`config.mk`:
```
export PLATFORM = sky130hd
export DESIGN_NAME = trace_exc_seq
export DESIGN_NICKNAME = d
export VERILOG_FILES = /design/src/rtl/trc_pkg.sv /design/src/rtl/trc_arbiter.sv /design/src/rtl/trc_frame_build.sv /design/src/rtl/trc_out_stage.sv /design/src/rtl/trace_exc_seq.sv
export SDC_FILE = /design/constraint.sdc
export NUM_CORES = 1
export LEC_CHECK = 0
export BUFFER_PORTS_ARGS = -buffer_cell sky130_fd_sc_hd__buf_2
export CORE_MARGIN = 2
export CORE_UTILIZATION = 44
export CTS_BUF_LIST = sky130_fd_sc_hd__clkbuf_8
export DETAILED_ROUTE_END_ITERATION = 10
export GPL_ROUTABILITY_DRIVEN = 1
export PLACE_DENSITY = 0.83
export RECOVER_POWER = 50
export SLEW_MARGIN = 20
export SYNTH_ARGS = -nofsm -noshare
export SYNTH_HDL_FRONTEND = slang
export SYNTH_SLANG_ARGS = --single-unit
```
`constraint.sdc`:
```
create_clock -name clk -period 1.35 [get_ports clk]
set_input_delay 0.135 -clock clk [delete_from_list [all_inputs] [get_ports clk]]
set_output_delay 0.135 -clock clk [all_outputs]
set_load 0.005 [all_outputs]
```
`src/rtl/trc_pkg.sv`:
```
package trc_pkg;
  localparam int SRW     = 16;
  localparam int SR_T    = 15;
  localparam int SR_S    = 13;
  localparam int SR_M    = 12;
  localparam int IPL_HI  = 10;
  localparam int IPL_LO  = 8;
  localparam int VECW    = 8;

  typedef enum logic [1:0] {
    CLS_PLAIN   = 2'd0,
    CLS_HALT    = 2'd1,
    CLS_SYSCALL = 2'd2
  } icls_e;

  typedef enum logic [1:0] {
    CAUSE_NONE  = 2'd0,
    CAUSE_TRACE = 2'd1,
    CAUSE_TRAP  = 2'd2,
    CAUSE_BKPT  = 2'd3
  } cause_e;
endpackage

```
`src/rtl/trc_arbiter.sv`:
```
module trc_arbiter
  import trc_pkg::*;
(
  input  logic       retire_vld,
  input  logic [1:0] retire_cls,
  input  logic       sr_t_live,
  input  logic       imm_t,
  input  logic       bkpt_trig,
  output cause_e     cause,
  output logic       halt_load
);
  logic is_halt;
  logic is_sys;
  logic is_plain;
  logic trace_due;

  always_comb begin
    is_halt  = retire_vld && (retire_cls == CLS_HALT);
    is_sys   = retire_vld && (retire_cls == CLS_SYSCALL);
    is_plain = retire_vld && !is_halt && !is_sys;
    // STOP traces if trace was already on or the new status turns it on
    trace_due = (is_plain && sr_t_live) || (is_halt && (sr_t_live || imm_t));
    halt_load = is_halt;
    if (bkpt_trig)      cause = CAUSE_BKPT;
    else if (is_sys)    cause = CAUSE_TRAP;
    else if (trace_due) cause = CAUSE_TRACE;
    else                cause = CAUSE_NONE;
  end
endmodule

```
`src/rtl/trc_frame_build.sv`:
```
module trc_frame_build
  import trc_pkg::*;
#(
  parameter int AW        = 32,
  parameter int TRACE_VEC = 9,
  parameter int BKPT_VEC  = 12,
  parameter int TRAP_BASE = 32,
  parameter int TRAPW     = 4
) (
  input  cause_e           cause,
  input  logic             retire_vld,
  input  logic             halt_load,
  input  logic [SRW-1:0]   sr_cur,
  input  logic [SRW-1:0]   stop_imm,
  input  logic [AW-1:0]    pc_cur,
  input  logic [AW-1:0]    pc_next,
  input  logic [TRAPW-1:0] trap_num,
  output logic             take,
  output logic [VECW-1:0]  vec,
  output logic [AW-1:0]    frame_pc,
  output logic [SRW-1:0]   frame_sr,
  output logic             new_sr_vld,
  output logic [SRW-1:0]   new_sr
);
  localparam logic [VECW-1:0] TRACE_V = VECW'(TRACE_VEC);
  localparam logic [VECW-1:0] BKPT_V  = VECW'(BKPT_VEC);
  localparam logic [VECW-1:0] TRAP_V  = VECW'(TRAP_BASE);

  logic [SRW-1:0] sr_eff;
  logic [SRW-1:0] handler_sr;

  always_comb begin
    sr_eff = halt_load ? stop_imm : sr_cur;
    take   = (cause != CAUSE_NONE);
    unique case (cause)
      CAUSE_BKPT: begin
        vec      = BKPT_V;
        frame_pc = retire_vld ? pc_next : pc_cur;
        frame_sr = sr_eff;
      end
      CAUSE_TRAP: begin
        vec      = TRAP_V + VECW'(trap_num);
        frame_pc = pc_next;
        frame_sr = sr_cur;
      end
      CAUSE_TRACE: begin
        vec      = TRACE_V;
        frame_pc = pc_next;
        frame_sr = sr_eff;
      end
      default: begin
        vec      = '0;
        frame_pc = '0;
        frame_sr = '0;
      end
    endcase
    handler_sr          = frame_sr;
    handler_sr[SR_T]    = 1'b0;
    handler_sr[SR_S]    = 1'b1;
    new_sr_vld = take || halt_load;
    new_sr     = take ? handler_sr : stop_imm;
  end
endmodule

```
`src/rtl/trc_out_stage.sv`:
```
module trc_out_stage
  import trc_pkg::*;
#(
  parameter int AW = 32
) (
  input  logic            clk,
  input  logic            rst_n,
  input  logic            take,
  input  logic [VECW-1:0] vec,
  input  logic [AW-1:0]   frame_pc,
  input  logic [SRW-1:0]  frame_sr,
  input  logic            new_sr_vld,
  input  logic [SRW-1:0]  new_sr,
  output logic            exc_req,
  output logic [VECW-1:0] exc_vec,
  output logic [AW-1:0]   exc_pc,
  output logic [SRW-1:0]  exc_sr,
  output logic            sr_upd_vld,
  output logic [SRW-1:0]  sr_upd
);
  logic            req_d;
  logic            upd_d;
  logic            frame_en;
  logic            upd_en;

  always_comb begin
    req_d    = take;
    upd_d    = new_sr_vld;
    frame_en = take;
    upd_en   = new_sr_vld;
  end

  always_ff @(posedge clk or negedge rst_n) begin
    if (!rst_n) begin
      exc_req    <= 1'b0;
      sr_upd_vld <= 1'b0;
    end else begin
      exc_req    <= req_d;
      sr_upd_vld <= upd_d;
    end
  end

  always_ff @(posedge clk or negedge rst_n) begin
    if (!rst_n) begin
      exc_vec <= '0;
      exc_pc  <= '0;
      exc_sr  <= '0;
    end else if (frame_en) begin
      exc_vec <= vec;
      exc_pc  <= frame_pc;
      exc_sr  <= frame_sr;
    end
  end

  always_ff @(posedge clk or negedge rst_n) begin
    if (!rst_n) begin
      sr_upd <= '0;
    end else if (upd_en) begin
      sr_upd <= new_sr;
    end
  end
endmodule

```
`src/rtl/trace_exc_seq.sv`:
```
module trace_exc_seq
  import trc_pkg::*;
#(
  parameter int AW        = 32,
  parameter int TRACE_VEC = 9,
  parameter int BKPT_VEC  = 12,
  parameter int TRAP_BASE = 32,
  parameter int TRAPW     = 4
) (
  input  logic             clk,
  input  logic             rst_n,
  input  logic             retire_vld,
  input  logic [1:0]       retire_cls,
  input  logic [15:0]      stop_imm,
  input  logic [15:0]      sr_cur,
  input  logic [AW-1:0]    pc_cur,
  input  logic [AW-1:0]    pc_next,
  input  logic [TRAPW-1:0] trap_num,
  input  logic             bkpt_trig,
  output logic             exc_req,
  output logic [7:0]       exc_vec,
  output logic [AW-1:0]    exc_pc,
  output logic [15:0]      exc_sr,
  output logic             sr_upd_vld,
  output logic [15:0]      sr_upd
);
  cause_e          cause;
  logic            halt_load;
  logic            take;
  logic [VECW-1:0] vec;
  logic [AW-1:0]   frame_pc;
  logic [SRW-1:0]  frame_sr;
  logic            new_sr_vld;
  logic [SRW-1:0]  new_sr;

  trc_arbiter u_arb (
    .retire_vld (retire_vld),
    .retire_cls (retire_cls),
    .sr_t_live  (sr_cur[SR_T]),
    .imm_t      (stop_imm[SR_T]),
    .bkpt_trig  (bkpt_trig),
    .cause      (cause),
    .halt_load  (halt_load)
  );

  trc_frame_build #(
    .AW(AW), .TRACE_VEC(TRACE_VEC), .BKPT_VEC(BKPT_VEC),
    .TRAP_BASE(TRAP_BASE), .TRAPW(TRAPW)
  ) u_frame (
    .cause      (cause),
    .retire_vld (retire_vld),
    .halt_load  (halt_load),
    .sr_cur     (sr_cur),
    .stop_imm   (stop_imm),
    .pc_cur     (pc_cur),
    .pc_next    (pc_next),
    .trap_num   (trap_num),
    .take       (take),
    .vec        (vec),
    .frame_pc   (frame_pc),
    .frame_sr   (frame_sr),
    .new_sr_vld (new_sr_vld),
    .new_sr     (new_sr)
  );

  trc_out_stage #(.AW(AW)) u_out (
    .clk        (clk),
    .rst_n      (rst_n),
    .take       (take),
    .vec        (vec),
    .frame_pc   (frame_pc),
    .frame_sr   (frame_sr),
    .new_sr_vld (new_sr_vld),
    .new_sr     (new_sr),
    .exc_req    (exc_req),
    .exc_vec    (exc_vec),
    .exc_pc     (exc_pc),
    .exc_sr     (exc_sr),
    .sr_upd_vld (sr_upd_vld),
    .sr_upd     (sr_upd)
  );
endmodule

```
[Word-level counts from Yosys, hierarchy flattened]
Index checks and enable logic that the tools add are counted.
Word-level totals
  logic and storage cells: 35
  output and inout bits: 74
  flip-flop bits (word level): 74
Operators by class
  equality and inequality tests: 5
  reduce and logical (&&, ||, !) cells: 14
  mux-type cells: 9
  add/sub/neg operators: 1
Operators with widths (count)
  one-hot mux 32 bit (2 select lines): 1
  2-to-1 mux 16 bit: 2
  2-to-1 mux 32 bit: 1
  one-hot mux 16 bit (2 select lines): 1
  one-hot mux 8 bit (3 select lines): 1
  adder 6 x 4 -> 7 bit, first input constant: 1
  equality test 2 bit, second input constant: 3
  logical AND 1 bit: 6
  equality test 2 x 1 -> 1 bit, second input constant: 2
  2-to-1 mux 2 bit: 2
  OR reduction 2 bit: 2
  logical OR 1 bit: 3
  zero test 1 bit: 2
  nonzero test 2 bit: 1
  2-to-1 mux 1 bit: 1

[Depth between registers and ports, before layout]
Gate-level depths: netlist of the first run.
  depth after elaboration: 14
  mapped depth: 11

[Cells and area by module]
Synthesis of the first run repeated with hierarchy kept, for this count alone.
Unflattened totals
  cells, all modules: 305
  area total of the unflattened synthesis: 3882.5 µm²
By module, submodules not included
  trc_out_stage: times used 1, area each 2896.5 µm², cells each 154
  trc_frame_build: times used 1, area each 943.4 µm², cells each 143
  trc_arbiter: times used 1, area each 42.5 µm², cells each 8

[Worst setup path before layout of the first run]
Ideal clock, no wire load.
  path kind: in2reg
  from: input port retire_vld
  to: register u_out.exc_sr[10]
  path slack: -0.888 ns
  setup time: 0.126 ns
  data arrival time: 2.112 ns
  stages: 10
  path through: buf_6 and4b_4 a311oi_4 buf_6 ha_1 or2_1 clkbuf_1 buf_4 nor3_1 a221o_1
Between the ends
  longest elaborated chain between the ends: 12
  elaborated cells on any way between the ends: 19
  those cells by class: 3 x eq/ne; 5 x mux; 11 x reduce/logical
RTL lines
  from (decl): line trace_exc_seq.sv:12  | input logic retire_vld,
  logical AND 1 bit: line trc_arbiter.sv:18  | is_halt = retire_vld && (retire_cls == CLS_HALT);
  zero test 1 bit: line trc_arbiter.sv:20  | is_plain = retire_vld && !is_halt && !is_sys;
  logical AND 1 bit (2 in a row): line trc_arbiter.sv:20
  logical AND 1 bit: line trc_arbiter.sv:22  | trace_due = (is_plain && sr_t_live) || (is_halt && (sr_t_live || imm_t));
  logical OR 1 bit: line trc_arbiter.sv:22
  2-to-1 mux 1 bit: line trc_arbiter.sv:26  | else if (trace_due) cause = CAUSE_TRACE;
  2-to-1 mux 2 bit: line trc_arbiter.sv:25  | else if (is_sys) cause = CAUSE_TRAP;
  2-to-1 mux 2 bit: line trc_arbiter.sv:24  | if (bkpt_trig) cause = CAUSE_BKPT;
  equality test 2 bit / equality test 2 x 1 -> 1 bit (equally long branches): line trc_frame_build.sv:35  | unique case (cause)
  OR reduction 2 bit (no source line)
  one-hot mux 16 bit (2 select lines): line trc_frame_build.sv:35
  to (signal assigned): line trc_out_stage.sv:51  | exc_sr <= frame_sr;
  to (decl): line trc_out_stage.sv:17  | output logic [SRW-1:0] exc_sr,
Parallel ways exist; a longest one is shown, timed or not.
A chain may end at the register's enable or synchronous reset.

[Worst setup path in the final report of the first run]
  from: input port retire_cls[0]
  to: register u_out.sr_upd[4]
Between the ends
  longest elaborated chain between the ends: 14
  elaborated cells on any way between the ends: 23
  those cells by class: 5 x eq/ne; 6 x mux; 12 x reduce/logical
RTL lines
  from (decl): line trace_exc_seq.sv:13  | input logic [1:0] retire_cls,
  equality test 2 x 1 -> 1 bit: line trc_arbiter.sv:18
  logical AND 1 bit: line trc_arbiter.sv:18
  zero test 1 bit: line trc_arbiter.sv:20
  logical AND 1 bit (2 in a row): line trc_arbiter.sv:20
  logical AND 1 bit: line trc_arbiter.sv:22
  logical OR 1 bit: line trc_arbiter.sv:22
  2-to-1 mux 1 bit: line trc_arbiter.sv:26
  2-to-1 mux 2 bit: line trc_arbiter.sv:25
  2-to-1 mux 2 bit: line trc_arbiter.sv:24
  equality test 2 bit / equality test 2 x 1 -> 1 bit (equally long branches): line trc_frame_build.sv:35
  OR reduction 2 bit (no source line)
  one-hot mux 16 bit (2 select lines): line trc_frame_build.sv:35
  2-to-1 mux 16 bit: line trc_frame_build.sv:61  | new_sr = take ? handler_sr : stop_imm;
  to (signal assigned): line trc_out_stage.sv:59  | sr_upd <= new_sr;
  to (decl): line trc_out_stage.sv:19  | output logic [SRW-1:0] sr_upd
Parallel ways exist; a longest one is shown, timed or not.

==> results.py, run 1 <==
metrics = {
    "clock_tree": {
        "cts_made_buffers": 9,
        "insertion_delay_ps": 330,
        "clockBufferDepth": 2,
        "clkSlewWorstSetupHoldPaths_ps": 80,
        "cts-htree-levels": 3,
        "clock_tree.root_cell": "clkbuf_8",
        "cts_tree": "built",
        "cts.sinks": 71,
    },
    "drt": {
        "viasPerCell": 5.700,
        "wl_per_cell_um": 18.20,
        "drc": 0,
        "routed_wl_um": 11480,
        "drtPass1Iterations": 5,
        "vias": 3597,
        "ant_nets": 0,
        "drtIter0Drc": 211,
    },
    "critical_path": {
        "rrSetupSlack_ps": 240,
        "crit_required_ps": 1570,
        "cp_max_fo": 5,
        "crit_path_max_incr_delay_ps": 340,
        "startpoint_type": "input port",
        "r2r_start": "u_out.sr_upd[8]$_DFFE_PN0P_",
        "cp-startpoint": "retire_cls[0]",
        "path_cells": "buf_8 -> nand2b_4 -> a311oi_4 -> buf_6 -> ha_4 -> or2_4 -> nor3_4 -> buf_12 -> buf_16 -> a221o_1",
        "timing.rr.end": "u_out.sr_upd[8]$_DFFE_PN0P_",
        "crit_path_top_delay_cell": "a221o_1",
        "reg2reg_depth": 2,
        "cp.arrival_ps": 1820,
        "path_class": "in -> reg",
        "end_kind": "flip-flop",
    },
    "sta": {
        "fin_crit_sh": 1.181,
        "rsz0062_at_grt": "true",
        "tightest_slew_ps": 884.3,
        "drv_slew": 0,
        "post-route-min-period_ps": 1594,
        "clock_skew_ps": 0,
        "postLayoutSetupSlackWorst_ps": -244.3,
        "finalHoldViolations": 0,
        "max_freq_mhz": 627.2,
        "slew_headroom": 0.4105,
        "timing.hold.ws_ps": 30.99,
        "finalSetupViolations": 66,
    },
    "logic_synthesis": {
        "ys_types": 30,
        "synth_ff_type": "dfrtp_1",
        "ys_ff_latch": 71,
        "yosysWarnings": 0,
        "synth_edf_count": 0,
        "seq_area_frac_synth": 0.5164,
        "syn_area_sq_um": 3441,
        "synth_cells": 314,
        "synth-async-reset-ratio": 1.000,
        "avgSynthCellArea_sq_um": 10.96,
    },
    "die": {
        "core.rowCount": 32,
        "io_pins": 180,
        "initial_utilization": 0.4499,
        "fp.dieH_um": 92.43,
        "fp.coreArea_sq_um": 7647,
        "die_w_um": 92.43,
        "die-area_sq_um": 8543,
    },
    "hold_path": {
        "hp-class": "in -> reg",
        "hold_path_end": "u_out.exc_vec[3]$_DFFE_PN0N_",
        "min_from": "trap_num[3]",
        "hold_depth": 2,
    },
    "placed_design": {
        "pre_cts_slack_ps": -660.3,
        "hpwl_um": 7087,
        "placed_area_sq_um": 4726,
        "place.gp.congestion": 0.7626,
        "port_buffers": 176,
        "dp.cells": 594,
    },
    "power_and_ir_drop": {
        "swShare": 0.2878,
        "p_comb_frac": 0.284,
        "max-vdd-ir-drop_uv": 559.7,
        "clkPwrFrac": 0.296,
        "power_density_nw_per_um2": 1070,
        "p_sw_uw": 1728,
        "intPower_uw": 4278,
        "seqPwrFrac": 0.420,
        "leakage_uw": 0.002792,
    },
    "run_status": {
        "violations": "negative setup slack",
        "status": "complete, but fails checks",
    },
    "grt": {
        "grt_pass1_wl_um": 16920,
        "grt_antenna_before_repair": 0,
        "grt_max_degree": 72,
        "grt_pass1_vias": 3459,
        "grt_usage": 0.2480,
        "overflow": 0,
    },
    "final_layout": {
        "fin_cells": 631,
        "utilization": 0.7338,
        "areaGrowthSynthToFinish_pct": 63.09,
        "antenna_cells": 0,
        "drive_gt1_frac": 0.6144,
        "stdcell_area_sq_um": 5612,
        "nets": 634,
    },
    "run": {
        "cap_violations": 0,
    },
}
==> cells in the final DEF (no fill, tap or decap), types with 2 or more instances in the layout <==
cell type  count
a22oi_2       32
nor2_1         4
nor3_4         6
ha_4           3
buf_16         3
a21o_1         2
a221o_1       29
mux2_2        14
buf_6          6
buf_8          5
nor3_2         9
inv_1          4
mux2i_1       14
nand2b_1       2
nand2_1       36
dfrtp_1       71
clkbuf_8      12
buf_12         9
a21oi_1        3
clkbuf_16      6
conb_1         3
o21ai_2       10
clkinv_2       2
a22oi_1        2
buf_4         26
o21ai_1       24
buf_2        171
nand3b_1       2
==> cell families (layout without fill, tap and decap cells) <==
logic type / after synthesis / count (layout) / share of synthesized area
flip-flops: 71 / 71 / 0.5164
buffers and inverters: 36 / 249 / 0.05018
other: 1 / 3 / 0.001090
multiplexers: 28 / 28 / 0.08654
adder cells (fa/ha/maj): 4 / 4 / 0.01455
AND/OR/NAND/NOR: 65 / 65 / 0.09200
AO/OA/AOI/OAI: 109 / 109 / 0.2393
==> through the flow <==
step           TNS, ps  total power [uW]
2_1_floorplan   -37060              3205
3_5_place_dp    -40560              3868
3_3_place_gp    -35750              3815
5_1_grt         -14880              6285
4_1_cts         -10530              5737
6_report        -11950              6006
==> state kept, by name, indices dropped and copies added (netlist names) <==
register	flops
u_out.exc_pc	32
u_out.exc_req	1
u_out.exc_sr	16
u_out.exc_vec	5
u_out.sr_upd	16
u_out.sr_upd_vld	1
==> Yosys cell counts, drive strengths merged, types with 2 or more instances <==
master / n / area share
a21oi: 3 / 0.0044
o21ai: 34 / 0.049
mux2i: 14 / 0.041
mux2: 14 / 0.046
nor2b: 2 / 0.0036
a21o: 3 / 0.0065
inv: 5 / 0.0055
buf: 12 / 0.024
nand2b: 3 / 0.0055
nor2: 4 / 0.0044
a22oi: 34 / 0.074
nand2: 36 / 0.039
nand3b: 2 / 0.0044
clkbuf: 19 / 0.021
nor3: 16 / 0.029
dfrtp: 71 / 0.52
ha: 4 / 0.015
a311oi: 2 / 0.010
a221o: 29 / 0.084
==> power by group through the flow <==
stage / registers (uW) / logic (uW) / clock network (uW)
floorplan: 2570 / 636 / 0
global placement: 2550 / 1270 / 0
detailed placement: 2550 / 1320 / 0
CTS: 2520 / 1430 / 1790
global route: 2550 / 1830 / 1900
finish: 2520 / 1700 / 1780
==> routing by layer <==
| layer | routed length [um] | global-route usage | vias up |
|---|---|---|---|
| li1 | - | - | 1608 |
| met1 | 4690 | 0.3197 | 1781 |
| met2 | 5787 | 0.4130 | 181 |
| met3 | 727 | 0.04068 | 27 |
| met4 | 276 | 0.1082 | 0 |
| met5 | 0 | 0 | - |
==> how the worst max path moves through the flow <==
| stage | to | slack [ps] | depth (start not counted) |
|---|---|---|---|
| 2_1_floorplan | u_out.sr_upd[7]$_DFFE_PN0P_ | -590 | 10 |
| 3_3_place_gp | u_out.exc_pc[23]$_DFFE_PN0N_ | -560 | 9 |
| 3_5_place_dp | u_out.exc_pc[6]$_DFFE_PN0N_ | -660 | 9 |
| 4_1_cts | u_out.sr_upd[12]$_DFFE_PN0P_ | -220 | 10 |
| 5_1_grt | u_out.sr_upd[0]$_DFFE_PN0P_ | -290 | 10 |
| 6_report | u_out.sr_upd[4]$_DFFE_PN0P_ | -240 | 10 |
==> worst max-delay path: cells and delay by family <==
family | cells | cell delay, ps
buffers and inverters | 4 | 540
adders and majority gates | 1 | 130
and+or+nand+nor | 3 | 320
AOI/OAI and AO/OA | 2 | 660
==> what timing repair did <==
action                                  4_1_cts  5_1_grt
hold buffers                                  1        0
resized for setup                            56       46
setup buffers                                 8        4
hold endpoints to repair                     71        0
gates cloned                                  3        7
endpoints found under the setup margin       70       69
pin swaps                                    12       40
==> cell type report <==
class,instances,area (sq um)
sequential,71,1777
clock inverter,4,43.79
timing repair buffer,228,1624
fill,523,2036
inverter,5,21.27
tap,102,127.6
clock buffer,12,165.2
multi-input combinational,209,1853
(Power assumes the default switching activity.)
==> inputs of run 2 (changes only) <==
- BUFFER_PORTS_ARGS: -buffer_cell sky130_fd_sc_hd__buf_2 -> not set
- DONT_BUFFER_PORTS: not set -> 1
- PLACE_DENSITY: 0.83 -> 0.64
- SKIP_LAST_GASP: not set -> 1
==> results.py, run 2 (synthesis gave the netlist of run 1 again) <==
metrics = {
    "final_layout": {
        "final_cell_mix": "dfrtp_1, dlygate4sd3_1, nand2_1, o21ai_1",
        "final_common_cell": "dfrtp_1",
        "stdcell_area_sq_um": 4951,
        "drive_gt1_frac": 0.3033,
        "antenna_cells": 0,
        "areaGrowthSynthToFinish_pct": 43.89,
        "largest_reg_flops": 32,
        "largest_register": "u_out.exc_pc",
        "fillers": 569,
        "nets": 505,
        "final-seq-area_sq_um": 1777,
        "reg.largest.list": "u_out.exc_pc x32, u_out.exc_sr x16, u_out.sr_upd x16",
        "multiInputGateArea_sq_um": 1765,
    },
    "clock_tree": {
        "clkSlewWorstSetupHoldPaths_ps": 80,
        "insertion_delay_ps": 330,
        "cts-htree-levels": 3,
        "clockBufferDepth": 2,
        "cts_tree": "built",
        "cts_made_buffers": 9,
        "clock_tree.root_cell": "clkbuf_8",
        "cts.sinks": 71,
    },
    "critical_path": {
        "crit_path_max_incr_delay_ps": 330,
        "crit_path_top_delay_cell": "and4b_4",
        "path_class": "in -> reg",
        "rrSetupSlack_ps": 230,
        "end_kind": "flip-flop",
        "startpoint_type": "input port",
        "crit_required_ps": 1630,
        "r2r_start": "u_out.sr_upd[14]$_DFFE_PN0P_",
        "cp_max_fo": 11,
        "path_cells": "and4b_4 -> a311oi_4 -> buf_6 -> ha_4 -> or2_4 -> nor3_4 -> buf_4 -> clkbuf_16 -> a221o_1",
        "cp.arrival_ps": 1720,
        "cpLargestDelayFamily": "simple AND/OR/NAND/NOR gates",
        "critPathBufInv": 3,
        "cp-startpoint": "retire_cls[1]",
    },
    "run_status": {
        "violations": "negative hold slack, negative setup slack",
        "status": "complete, but fails checks",
    },
    "placed_design": {
        "port_buffers": 0,
        "placed_area_sq_um": 3735,
        "pre_cts_slack_ps": -505.1,
        "place.gp.congestion": 0.7239,
        "hpwl_um": 6056,
    },
    "sta": {
        "finalHoldViolations": 73,
        "clock_skew_ps": 0,
        "postLayoutSetupSlackWorst_ps": -90.60,
        "finalSetupViolations": 58,
        "post-route-min-period_ps": 1441,
        "timing.hold.ws_ps": -515.9,
        "drv_slew": 0,
        "rsz0062_at_grt": "true",
        "fin_crit_sh": 1.067,
        "max_freq_mhz": 694.2,
    },
    "power_and_ir_drop": {
        "max-vdd-ir-drop_uv": 607.5,
        "power_density_nw_per_um2": 1131,
        "p_comb_frac": 0.207,
        "clkPwrFrac": 0.328,
        "power_uw": 5601,
        "swShare": 0.2686,
        "leakage_uw": 0.002150,
        "p_sw_uw": 1505,
        "seqPwrFrac": 0.465,
        "intPower_uw": 4097,
    },
    "grt": {
        "grt_pass1_vias": 2842,
        "grt_usage": 0.2175,
        "grt_max_degree": 72,
        "grt_antenna_before_repair": 0,
        "grt_pass1_wl_um": 14690,
        "overflow": 0,
    },
    "drt": {
        "wl_per_cell_um": 21.10,
        "drtIter0Drc": 167,
        "viasPerCell": 6.000,
        "vias": 3006,
        "drc": 0,
        "drtPass1Iterations": 4,
        "ant_nets": 0,
        "routed_wl_um": 10570,
    },
    "die": {
        "fp.coreArea_sq_um": 7647,
        "io_pins": 180,
        "core.rowCount": 32,
        "die_w_um": 92.43,
        "fp.dieH_um": 92.43,
        "die-area_sq_um": 8543,
        "initial_utilization": 0.4499,
    },
    "hold_path": {
        "hp-class": "in -> async",
    },
    "run": {
        "cap_violations": 0,
    },
}
[run 2: final cells by class]
cell class / instances / share of cell area
timing repair buffer: 99 / 0.2118
inverter: 5 / 0.004296
sequential: 71 / 0.3589
clock buffer: 10 / 0.02780
clock inverter: 5 / 0.01491
tap: 102 / 0.02578
multi-input combinational: 209 / 0.3566
[run 2: path summary, 6_finish.rpt]
| path | cells after the start | to |
|---|---|---|
| worst max-delay path | 9 | u_out.sr_upd[8]$_DFFE_PN0P_ |
| worst min-delay path | 0 | u_out.exc_sr[0]$_DFFE_PN0N_ |
| worst max register to register | 2 | u_out.sr_upd[14]$_DFFE_PN0P_ |
| worst min register to register | 2 | u_out.exc_pc[18]$_DFFE_PN0N_ |
| max in group asynchronous | 0 | u_out.exc_vec[3]$_DFFE_PN0N_ |
| min in group clk | 2 | u_out.exc_pc[22]$_DFFE_PN0N_ |
[run 2: per-stage QoR]
step,util,std cells,TNS [ps]
CTS,0.5825,472,-1368
finish,0.6474,501,-2937
detailed placement,0.4884,412,-30180
global route,0.6474,501,-4723
global placement,0.4884,412,-26710
floorplan,-,316,-37060
[run 2: timing repair]
action / 4_1_cts / 5_1_grt
setup endpoints to repair: 63 / 64
buffers inserted: 1 / 4
hold endpoints to repair: 122 / 86
gates cloned: 0 / 6
hold buffers: 44 / 19
pin swaps: 1 / 45
resized for setup: 13 / 57
[run 2: power by group through the flow]
stage / registers, uW / logic, uW / clock network [uW]
2_1_floorplan: 2570 / 636 / 0
3_3_place_gp: 2640 / 713 / 0
3_5_place_dp: 2640 / 742 / 0
4_1_cts: 2600 / 883 / 1880
5_1_grt: 2630 / 1250 / 1990
6_report: 2600 / 1160 / 1840
[run 2: per-layer routing]
metal	track usage	share of wire	up-vias
met5	0	0	-
met4	0.08333	0.028	0
met3	0.07974	0.073	26
met2	0.3552	0.52	134
met1	0.2621	0.38	1512
li1	-	-	1334
[run 2: worst reg2reg max path: stages (launching register included)]
cell and delay (ps):
dfrtp_1 400, mux2_2 270, a221o_1 340
==> inputs of run 3 (changes only) <==
- SYNTH_HIERARCHICAL: not set -> 1
==> results.py, run 3 <==
metrics = {
    "placed_design": {
        "port_buffers": 0,
        "place.gp.congestion": 0.7414,
        "hpwl_um": 6290,
    },
    "drt": {
        "drtPass1Iterations": 4,
        "drc": 0,
        "routed_wl_um": 9734,
        "ant_nets": 0,
        "drtIter0Drc": 55,
        "wl_per_cell_um": 22.53,
        "vias": 2552,
        "viasPerCell": 5.907,
    },
    "final_layout": {
        "nets": 431,
        "largest_reg_flops": 32,
        "utilization": 0.5527,
        "areaGrowthSynthToFinish_pct": 22.95,
        "reg.largest.list": "u_out/exc_pc x32, u_out/exc_sr x16, u_out/sr_upd x16",
        "final_cell_mix": "dfrtp_1, mux2_4, nor2_1, a22oi_2, a22o_1",
        "drive_gt1_frac": 0.5309,
        "largest_register": "u_out/exc_pc",
        "final_common_cell": "dfrtp_1",
        "antenna_cells": 0,
    },
    "critical_path": {
        "startpoint_type": "input port",
        "r2r_start": "u_out/exc_sr[13]$_DFFE_PN0P_",
        "rrSetupSlack_ps": 530,
        "crit_path_top_delay_cell": "mux2_4",
        "crit_path_max_incr_delay_ps": 250,
        "path_class": "in -> reg",
        "timing.rr.end": "u_out/exc_sr[13]$_DFFE_PN0P_",
        "end_kind": "flip-flop",
        "path_cells": "a31oi_4 -> o21ai_4 -> buf_6 -> inv_6 -> ha_4 -> a21o_4 -> buf_12 -> a22oi_2 -> nor2_1 -> mux2_4",
        "cp.arrival_ps": 1660,
        "cp_max_fo": 8,
        "crit_required_ps": 1580,
        "reg2reg_depth": 1,
    },
    "die": {
        "die-area_sq_um": 9591,
        "core.rowCount": 34,
        "die_w_um": 97.94,
        "fp.dieH_um": 97.94,
        "io_pins": 180,
        "fp.coreArea_sq_um": 8636,
        "initial_utilization": 0.4496,
    },
    "logic_synthesis": {
        "yosysTopAreaCell": "dfrtp_1",
        "synth_ff_type": "dfrtp_1",
        "yosysWarnings": 6,
        "avgSynthCellArea_sq_um": 12.73,
        "synth-async-reset-ratio": 1.000,
        "seq_area_frac_synth": 0.4770,
        "ys_types": 30,
        "synth_top_cell_area_share": 0.4770,
        "syn_area_sq_um": 3882,
        "synthTopCellsByCount": "dfrtp_1, mux2_4, nor2_1",
        "synth_cells": 305,
        "ys_ff_latch": 74,
        "synth_edf_count": 0,
        "synth_most_common_cell": "dfrtp_1",
        "synthTopCellsByArea": "dfrtp_1, mux2_4, mux2_2",
    },
    "grt": {
        "overflow": 0,
        "grt_max_degree": 75,
        "grt_pass1_wl_um": 15300,
        "grt_usage": 0.2038,
        "grt_pass1_vias": 2844,
        "grt_antenna_before_repair": 0,
    },
    "power_and_ir_drop": {
        "leakage_uw": 0.002215,
        "p_comb_frac": 0.236,
        "max-vdd-ir-drop_uv": 580.4,
        "clkPwrFrac": 0.275,
        "swShare": 0.2872,
        "power_density_nw_per_um2": 1188,
        "seqPwrFrac": 0.488,
        "power_uw": 5673,
        "p_sw_uw": 1629,
        "intPower_uw": 4043,
    },
    "run_status": {
        "status": "complete, but fails checks",
        "violations": "negative hold slack, negative setup slack",
    },
    "clock_tree": {
        "cts_made_buffers": 9,
        "clockBufferDepth": 2,
        "clock_tree.root_cell": "clkbuf_8",
        "clkSlewWorstSetupHoldPaths_ps": 90,
        "cts-htree-levels": 3,
        "insertion_delay_ps": 340,
        "cts_tree": "built",
        "cts.sinks": 74,
    },
    "sta": {
        "finalHoldViolations": 74,
        "post-route-min-period_ps": 1432,
        "timing.hold.ws_ps": -528.5,
        "fin_crit_sh": 1.060,
        "clock_skew_ps": 0,
        "drv_slew": 0,
        "tightest_slew_ps": 613.3,
        "fin_tns_setup_ps": -2392,
        "max_freq_mhz": 698.5,
        "slew_headroom": 0.5903,
        "finalSetupViolations": 62,
        "rsz0062_at_grt": "true",
        "postLayoutSetupSlackWorst_ps": -81.64,
    },
    "hold_path": {
        "hp-class": "in -> async",
    },
    "run": {
        "cap_violations": 0,
    },
}
## run 3: changes by cell type in the layout (fill, tap and decap cells not counted), sizes merged, moves of 3 or more
cell | before | now
buf | 32 | 25
dfrtp | 71 | 74
nor3 | 16 | 0
nand2 | 36 | 4
a22o | 1 | 30
nor2 | 4 | 36
dlygate4sd3 | 63 | 0
mux2 | 14 | 72
mux2i | 14 | 0
o21ai | 34 | 3
a221o | 29 | 0
clkbuf | 14 | 11
## run 3: timing repair
item	4_1_cts	5_1_grt
pin swaps	11	27
gates cloned	2	1
endpoints found under the hold margin	74	74
buffers inserted	7	4
resized for setup	29	4
setup endpoints to repair	62	66
## run 3: metrics by stage
step	setup WS, ps	hold WS, ps	std cells	instance area (sq um)
detailed placement	-708.7	-159.1	404	4267
CTS	-43.52	-546.6	429	4707
floorplan	-285.5	-160.6	307	4185
global route	-102.8	-555.1	432	4773
global placement	-641.5	-159.1	404	4267
finish	-81.64	-528.5	432	4773
## run 3: worst max-delay path by stage
| stage | from | endpoint | slack [ps] | cells past startpoint |
|---|---|---|---|---|
| after global routing | sr_cur[15] | u_out/exc_pc[8]$_DFFE_PN0P_ | -100 | 10 |
| final | sr_cur[15] | u_out/exc_pc[9]$_DFFE_PN0P_ | -80 | 10 |
| after detailed placement | retire_cls[1] | u_out/exc_pc[31]$_DFFE_PN0P_ | -710 | 8 |
| after global placement | retire_cls[1] | u_out/exc_pc[30]$_DFFE_PN0P_ | -640 | 8 |
| after CTS | retire_cls[1] | u_out/exc_pc[28]$_DFFE_PN0P_ | -40 | 11 |
| after floorplan | retire_vld | u_out/sr_upd[10]$_DFFE_PN0P_ | -290 | 9 |
## run 3: final cells by class
class | count | area, sq um
timing repair buffer | 26 | 367.9
sequential | 74 | 1852
multi-input combinational | 203 | 2198
fill | 746 | 3862
tap | 108 | 135.1
inverter | 5 | 40.04
clock buffer | 10 | 137.6
clock inverter | 6 | 42.54
## run 3: per-layer routing
layer / part of all wire / up-vias / global-route usage
met5: 0 / - / 0
li1: - / 1139 / -
met4: 0.018 / 0 / 0.07906
met1: 0.41 / 1283 / 0.2553
met3: 0.082 / 12 / 0.06442
met2: 0.50 / 118 / 0.3298
## run 3: worst max-delay path: cells and delay by family
kind            cells  cell delay [ps]
fa+ha+maj           1              190
simple gates        1               70
buf+inv             3              360
mux                 1              250
compound gates      4              640
## run 3: cell families (layout without fill, tap and decap cells)
logic type      Yosys count  count (layout)  share of synthesized area
flops                    74              74                     0.4770
buf+inv                  31              47                    0.05156
mux                      72              72                     0.2475
fa+ha+maj                 6               6                    0.01934
compound gates           74              74                     0.1531
simple gates             47              48                    0.05060
other cells               1               3                  0.0009659
## run 3: power groups by stage
stage	clock, uW	sequential, uW	combinational [uW]
3_3_place_gp	0	2810	1100
2_1_floorplan	0	2730	995
4_1_cts	1630	2780	1300
3_5_place_dp	0	2820	1130
5_1_grt	1710	2810	1440
6_report	1560	2770	1340
